$ cat src/rtl/pfw_pkg.sv
package pfw_pkg;

  typedef enum logic [1:0] {
    ST_IDLE      = 2'd0,
    ST_WRITE     = 2'd1,
    ST_SHORT_END = 2'd2,
    ST_ZLP       = 2'd3
  } pfw_state_e;

endpackage

$ cat src/rtl/pfw_fifo.sv
module pfw_fifo #(
  parameter int DW    = 32,
  parameter int DEPTH = 16
) (
  input  logic                       clk,
  input  logic                       rst_n,
  input  logic                       push,
  input  logic [DW-1:0]              push_data,
  input  logic                       pop,
  output logic [DW-1:0]              head,
  output logic [$clog2(DEPTH+1)-1:0] count,
  output logic                       full,
  output logic                       empty
);
  localparam int AW = (DEPTH > 1) ? $clog2(DEPTH) : 1;
  localparam int CW = $clog2(DEPTH+1);

  logic [DW-1:0] mem [DEPTH];
  logic [AW-1:0] wr_ptr, rd_ptr;

  assign full  = (count == CW'(DEPTH));
  assign empty = (count == '0);
  assign head  = mem[rd_ptr];

  always_ff @(posedge clk) begin
    if (push) mem[wr_ptr] <= push_data;
  end

  always_ff @(posedge clk) begin
    if (!rst_n) begin
      wr_ptr <= '0;
      rd_ptr <= '0;
      count  <= '0;
    end else begin
      if (push) wr_ptr <= (wr_ptr == AW'(DEPTH-1)) ? '0 : wr_ptr + AW'(1);
      if (pop)  rd_ptr <= (rd_ptr == AW'(DEPTH-1)) ? '0 : rd_ptr + AW'(1);
      case ({push, pop})
        2'b10:   count <= count + CW'(1);
        2'b01:   count <= count - CW'(1);
        default: count <= count;
      endcase
    end
  end
endmodule

$ cat src/rtl/pfw_sync.sv
module pfw_sync #(
  parameter int STAGES = 2
) (
  input  logic clk,
  input  logic rst_n,
  input  logic d,
  output logic q
);
  logic [STAGES-1:0] sh;

  always_ff @(posedge clk) begin
    if (!rst_n) begin
      sh <= '0;
    end else begin
      sh[0] <= d;
      for (int i = 1; i < STAGES; i++) sh[i] <= sh[i-1];
    end
  end

  assign q = sh[STAGES-1];
endmodule

$ cat src/rtl/pfw_period_timer.sv
module pfw_period_timer #(
  parameter int PERIOD = 50_000_000
) (
  input  logic clk,
  input  logic rst_n,
  input  logic restart,
  output logic tick
);
  localparam int TW = $clog2(PERIOD+1);

  logic [TW-1:0] cnt;

  assign tick = (cnt == TW'(PERIOD-1));

  always_ff @(posedge clk) begin
    if (!rst_n)                cnt <= '0;
    else if (tick || restart)  cnt <= '0;
    else                       cnt <= cnt + TW'(1);
  end
endmodule

$ cat src/rtl/pfw_ctrl.sv
module pfw_ctrl
  import pfw_pkg::*;
#(
  parameter int DW            = 32,
  parameter int DEPTH         = 16,
  parameter int MAX_PKT_BYTES = 512
) (
  input  logic                       clk,
  input  logic                       rst_n,
  input  logic                       rdy_ok,
  input  logic                       fifo_empty,
  input  logic [$clog2(DEPTH+1)-1:0] fifo_count,
  input  logic                       end_req,
  output logic                       do_wr,
  output logic                       do_end
);
  localparam int WB  = DW / 8;
  localparam int BCW = $clog2(MAX_PKT_BYTES+1);
  localparam int CW  = $clog2(DEPTH+1);

  pfw_state_e     state, state_d;
  logic [CW-1:0]  rem_q, rem_d, rem_eff;
  logic           pend;
  logic [BCW-1:0] bytecnt;
  logic [BCW:0]   bytesum;
  logic           last_ended;
  logic           accept, can_wr, ending, final_wr, fills, zlp_fire;

  assign accept   = pend && (state == ST_IDLE || state == ST_WRITE);
  assign can_wr   = rdy_ok && !fifo_empty && (state != ST_ZLP);
  assign rem_eff  = (state == ST_SHORT_END) ? rem_q : fifo_count;
  assign ending   = accept || (state == ST_SHORT_END);
  assign final_wr = ending && can_wr && (rem_eff == CW'(1));
  assign bytesum  = {1'b0, bytecnt} + (BCW+1)'(WB);
  assign fills    = (bytesum == (BCW+1)'(MAX_PKT_BYTES));
  assign zlp_fire = (state == ST_ZLP) && rdy_ok;

  assign do_wr  = can_wr;
  assign do_end = (final_wr && !fills) || zlp_fire;

  always_comb begin
    state_d = state;
    rem_d   = rem_q;
    case (state)
      ST_IDLE, ST_WRITE: begin
        if (accept && fifo_count == '0) begin
          state_d = (bytecnt != '0 || !last_ended) ? ST_ZLP : ST_IDLE;
        end else if (accept) begin
          if (final_wr) begin
            state_d = fills ? ST_ZLP : ST_WRITE;
          end else begin
            state_d = ST_SHORT_END;
            rem_d   = fifo_count - CW'(do_wr);
          end
        end else begin
          state_d = can_wr ? ST_WRITE : ST_IDLE;
        end
      end
      ST_SHORT_END: begin
        if (final_wr) state_d = fills ? ST_ZLP : ST_WRITE;
        else          rem_d   = rem_q - CW'(do_wr);
      end
      ST_ZLP: begin
        if (zlp_fire) state_d = ST_IDLE;
      end
      default: state_d = ST_IDLE;
    endcase
  end

  always_ff @(posedge clk) begin
    if (!rst_n) begin
      state      <= ST_IDLE;
      rem_q      <= '0;
      pend       <= 1'b0;
      bytecnt    <= '0;
      last_ended <= 1'b1;
    end else begin
      state <= state_d;
      rem_q <= rem_d;
      pend  <= (pend && !accept) || end_req;
      if (do_end) begin
        bytecnt    <= '0;
        last_ended <= 1'b1;
      end else if (do_wr) begin
        bytecnt    <= fills ? '0 : bytesum[BCW-1:0];
        last_ended <= 1'b0;
      end
    end
  end
endmodule

$ cat src/rtl/pkt_flush_writer.sv
module pkt_flush_writer #(
  parameter int DW            = 32,
  parameter int FIFO_DEPTH    = 16,
  parameter int MAX_PKT_BYTES = 512,
  parameter int PERIOD_CYC    = 50_000_000,
  parameter int SYNC_STAGES   = 2,
  parameter int DROP_W        = 16
) (
  input  logic              clk,
  input  logic              rst_n,
  input  logic              in_valid,
  output logic              in_ready,
  input  logic [DW-1:0]     in_data,
  input  logic              flush_req,
  input  logic              bus_rdy,
  output logic              bus_wr_n,
  output logic              bus_pktend_n,
  output logic [DW-1:0]     bus_data,
  output logic              overflow,
  output logic [DROP_W-1:0] drop_cnt
);
  localparam int CW = $clog2(FIFO_DEPTH+1);

  logic          push, fifo_full, fifo_empty, rdy_s, tick, end_req, do_wr, do_end;
  logic [DW-1:0] head;
  logic [CW-1:0] fifo_count;

  assign in_ready = !fifo_full;
  assign push     = in_valid && in_ready;
  assign end_req  = tick || flush_req;

  pfw_fifo #(.DW(DW), .DEPTH(FIFO_DEPTH)) u_fifo (
    .clk(clk), .rst_n(rst_n), .push(push), .push_data(in_data), .pop(do_wr),
    .head(head), .count(fifo_count), .full(fifo_full), .empty(fifo_empty)
  );

  pfw_sync #(.STAGES(SYNC_STAGES)) u_sync (
    .clk(clk), .rst_n(rst_n), .d(bus_rdy), .q(rdy_s)
  );

  pfw_period_timer #(.PERIOD(PERIOD_CYC)) u_timer (
    .clk(clk), .rst_n(rst_n), .restart(do_end), .tick(tick)
  );

  pfw_ctrl #(.DW(DW), .DEPTH(FIFO_DEPTH), .MAX_PKT_BYTES(MAX_PKT_BYTES)) u_ctrl (
    .clk(clk), .rst_n(rst_n), .rdy_ok(rdy_s), .fifo_empty(fifo_empty),
    .fifo_count(fifo_count), .end_req(end_req), .do_wr(do_wr), .do_end(do_end)
  );

  always_ff @(posedge clk) begin
    if (!rst_n) begin
      bus_wr_n     <= 1'b1;
      bus_pktend_n <= 1'b1;
      bus_data     <= '0;
    end else begin
      bus_wr_n     <= !do_wr;
      bus_pktend_n <= !do_end;
      if (do_wr) bus_data <= head;
    end
  end

  always_ff @(posedge clk) begin
    if (!rst_n) begin
      overflow <= 1'b0;
      drop_cnt <= '0;
    end else if (in_valid && !in_ready) begin
      overflow <= 1'b1;
      if (drop_cnt != '1) drop_cnt <= drop_cnt + DROP_W'(1);
    end
  end
endmodule

$ cat config.mk
export PLATFORM = sky130hd
export DESIGN_NAME = pkt_flush_writer
export DESIGN_NICKNAME = d
export VERILOG_FILES = /design/src/rtl/pfw_pkg.sv /design/src/rtl/pfw_fifo.sv /design/src/rtl/pfw_sync.sv /design/src/rtl/pfw_period_timer.sv /design/src/rtl/pfw_ctrl.sv /design/src/rtl/pkt_flush_writer.sv
export SDC_FILE = /design/constraint.sdc
export NUM_CORES = 1
export LEC_CHECK = 0
export BUFFER_PORTS_ARGS = -buffer_cell sky130_fd_sc_hd__buf_2
export CORE_MARGIN = 2
export CORE_UTILIZATION = 65
export CTS_CLUSTER_DIAMETER = 60
export CTS_CLUSTER_SIZE = 40
export DETAILED_ROUTE_END_ITERATION = 8
export PLACE_DENSITY = 0.83
export REMOVE_ABC_BUFFERS = 1
export SETUP_SLACK_MARGIN = 0.1
export SYNTH_ARGS = -nofsm -noshare
export SYNTH_HDL_FRONTEND = slang
export SYNTH_SLANG_ARGS = --single-unit
export TNS_END_PERCENT = 100
$ cat constraint.sdc
create_clock -name clk -period 9.2 [get_ports clk]
set_input_delay 0.92 -clock clk [delete_from_list [all_inputs] [get_ports clk]]
set_output_delay 0.92 -clock clk [all_outputs]
set_load 0.01 [all_outputs]
==> flow_metrics.py <==
metrics = {
    "detailed_routing": {
        "avgViaCountPerCell": 6.662,
        "vias": 12880,
        "drtIter0Drc": 1260,
        "drc": 0,
        "wl_per_cell_um": 27.57,
        "drt_first_pass_iters": 5,
        "ant_nets": 0,
        "wirelength_mm": 53.29,
    },
    "synth": {
        "syn_inst": 1344,
        "syn_area_um2": 24440,
        "synth-seq-cells": 621,
        "syn_avg_cell_area_um2": 18.18,
        "synth_seq_area_share": 0.7184,
        "synth_warnings": 0,
        "synthArstFlopShare": 0,
        "ys.flop_type": "edfxtp_1",
        "synth_edf_count": 512,
        "ys_types": 63,
    },
    "layout": {
        "nets": 1481,
        "layout_commonest_cell": "edfxtp_1",
        "design_area_um2": 26940,
        "syn_to_final_growth_pct": 10.24,
        "drive_gt1_frac": 0.2745,
        "fin_cells": 1933,
        "mostFrequentLayoutCells": "512 x edfxtp_1, 160 x mux4_2, 117 x nand2_1",
    },
    "clock_network": {
        "cts_tree": "built",
        "cts_setup_buffers": 0,
        "clockBufferDepth": 3,
        "cts_made_buffers": 37,
        "cts-resized-gates": 0,
        "h-tree-depth": 2,
        "clk_pin_slew_worst_paths_ps": 90,
        "cts_sinks": 621,
        "holdBufCountCts": 0,
        "cts_root_buf": "clkbuf_16",
        "clkLatencyLatePin_ps": 610,
    },
    "setup_path": {
        "critical_path_class": "flop to flop",
        "worstPathCellList": "or4_4, o211ai_4, buf_4, clkinv_1, ha_1, xor2_1, ha_1, nor2b_1, o21ai_0, o21ai_0, a21o_1, a221oi_1, mux2i_1",
        "critPathLaunchType": "flop",
        "slowest_delay_ps": 610,
        "slowest_stage": "or4_4",
        "critPathTopFamily": "buffers and inverters",
        "crit_buf_inv": 2,
        "crit_fanout": 45,
        "crit_required_ps": 9700,
        "worstSetupEndpointType": "flop",
        "critPathArrivalTime_ps": 4910,
    },
    "grt": {
        "overflow": 0,
        "grt.total_usage": 0.2831,
        "grt_pass1_wl_mm": 79.67,
        "antenna_found_initial": 4,
        "grt_max_degree": 70,
        "grt_pass1_vias": 13000,
    },
    "sta": {
        "slew_violations": 0,
        "rsz0062_at_grt": "no",
        "fin_setup_tns_ps": 0,
        "fmax_mhz": 226.7,
        "finalSetupViolCount": 0,
        "setup_ws_ps": 4789,
        "clock_skew_ps": 50.40,
        "timing.final.crit_period_ps": 4411,
        "finalCritPeriodShare": 0.4795,
        "relSlewSlack": 0.1995,
        "final-hold-violation-count": 0,
        "worst_pin_slew_ps": 1198,
    },
    "min_path": {
        "hp-class": "flop to flop",
    },
    "pwr": {
        "p_per_area_nw_per_um2": 198.7,
        "ir_drop_v": 0.0001924,
        "leakagePower_nw": 8.649,
    },
    "floorplan": {
        "die_area_um2": 39160,
        "io_pins": 89,
        "coreArea_um2": 37310,
        "die_w_um": 197.9,
        "start_util": 0.6550,
        "chipHeight_um": 197.9,
        "rows": 71,
    },
    "job": {
        "drv_cap": 0,
    },
    "placed_design": {
        "numPortBuffers": 88,
        "dpl.hpwl_mm": 26.66,
        "place_area_um2": 25480,
        "dp_slack_ps": 4873,
        "dp_cells": 1863,
        "gp_congestion": 0.8215,
    },
    "run_status": {
        "outcome": "complete, no violations",
    },
}
stage by stage:
stage               hold slack (ps)  total power [W]  utilization
floorplan                     411.8         0.003319            -
global placement              425.0         0.003389       0.6830
detailed placement            432.6         0.003401       0.6830
CTS                           455.3         0.005381       0.7219
global route                  473.2         0.005492       0.7220
finish                        448.7         0.005354       0.7221
per-layer routing:
| metal | wire length [µm] | vias to the layer above | GRT usage |
|---|---|---|---|
| met5 | 41 | - | 0 |
| li1 | - | 5464 | - |
| met2 | 27280 | 673 | 0.4756 |
| met4 | 1723 | 6 | 0.1097 |
| met3 | 4193 | 136 | 0.04309 |
| met1 | 20050 | 6599 | 0.3808 |
flip-flops by register name, indices dropped and copies added, names as in the netlist, 2 cells and up:
| name | count |
|---|---|
| drop_cnt | 16 |
| u_fifo.mem | 512 |
| u_ctrl.rem_q | 5 |
| bus_data | 32 |
| u_fifo.count | 5 |
| u_sync.sh | 2 |
| u_timer.cnt | 26 |
| u_fifo.rd_ptr | 4 |
| u_fifo.wr_ptr | 4 |
| u_ctrl.state | 2 |
| u_ctrl.bytecnt | 8 |
cells by family after synthesis:
family	share of synthesized area
and+or+nand+nor	0.07116
AOI/OAI and AO/OA	0.01971
muxes	0.1503
adders and majority gates	0.008192
xor gates and xnor gates	0.01756
buffers and inverters	0.01464
DFF	0.7184
where the power goes:
group	internal, W	total (W)	leakage [nW]	switching [W]
sequential	0.00307	0.00311	5.51	0.0000321
clock	0.000961	0.00201	0.703	0.00105
combinational	0.0000977	0.000234	2.44	0.000136
synthesized netlist by cell type, types with 7 or more instances:
library cell / instances / area, µm²
edfxtp_1: 512 / 15370
mux4_2: 160 / 3603
nand2_1: 117 / 439.2
dfxtp_1: 109 / 2182
nor2_1: 67 / 251.5
nand3_1: 59 / 295.3
clkbuf_1: 42 / 157.7
xor2_1: 32 / 280.3
a21oi_1: 24 / 120.1
nor2_4: 19 / 214.0
nor3_1: 17 / 85.08
xnor2_1: 17 / 148.9
ha_1: 16 / 200.2
nand4_1: 13 / 81.33
inv_1: 12 / 45.04
o21ai_0: 12 / 60.06
buf_1: 11 / 41.29
buf_2: 11 / 55.05
and3_1: 7 / 43.79
mux2i_1: 7 / 70.07
worst reg2reg max path, delay by kind of cell (launching register included):
family	cells	cell delay, ps
compound gates	5	990
fa+ha+maj	2	660
flops	1	430
buf+inv	2	1090
xor+xnor	1	190
simple gates	2	750
mux	1	220
layout make-up:
class	count	area [µm²]
Sequential cell	621	17570
Fill cell	2167	10370
Multi-Input combinational cell	642	6650
Clock buffer	39	954.7
Timing Repair Buffer	112	620.6
Tap cell	474	593.1
Clock inverter	29	498.0
Inverter	14	52.55
Antenna cell	2	5.005
path summary, 6_finish.rpt:
path                         from              end  slack (ps)  cells after the start
hold reg to reg      u_sync.sh[0]     u_sync.sh[1]         450                      1
setup / recovery  u_fifo.count[1]  u_fifo.count[4]        4790                     13
setup reg to reg  u_fifo.count[1]  u_fifo.count[4]        4790                     13
hold / removal       u_sync.sh[0]     u_sync.sh[1]         450                      1
Note: power is estimated with default switching activity, not from simulation.
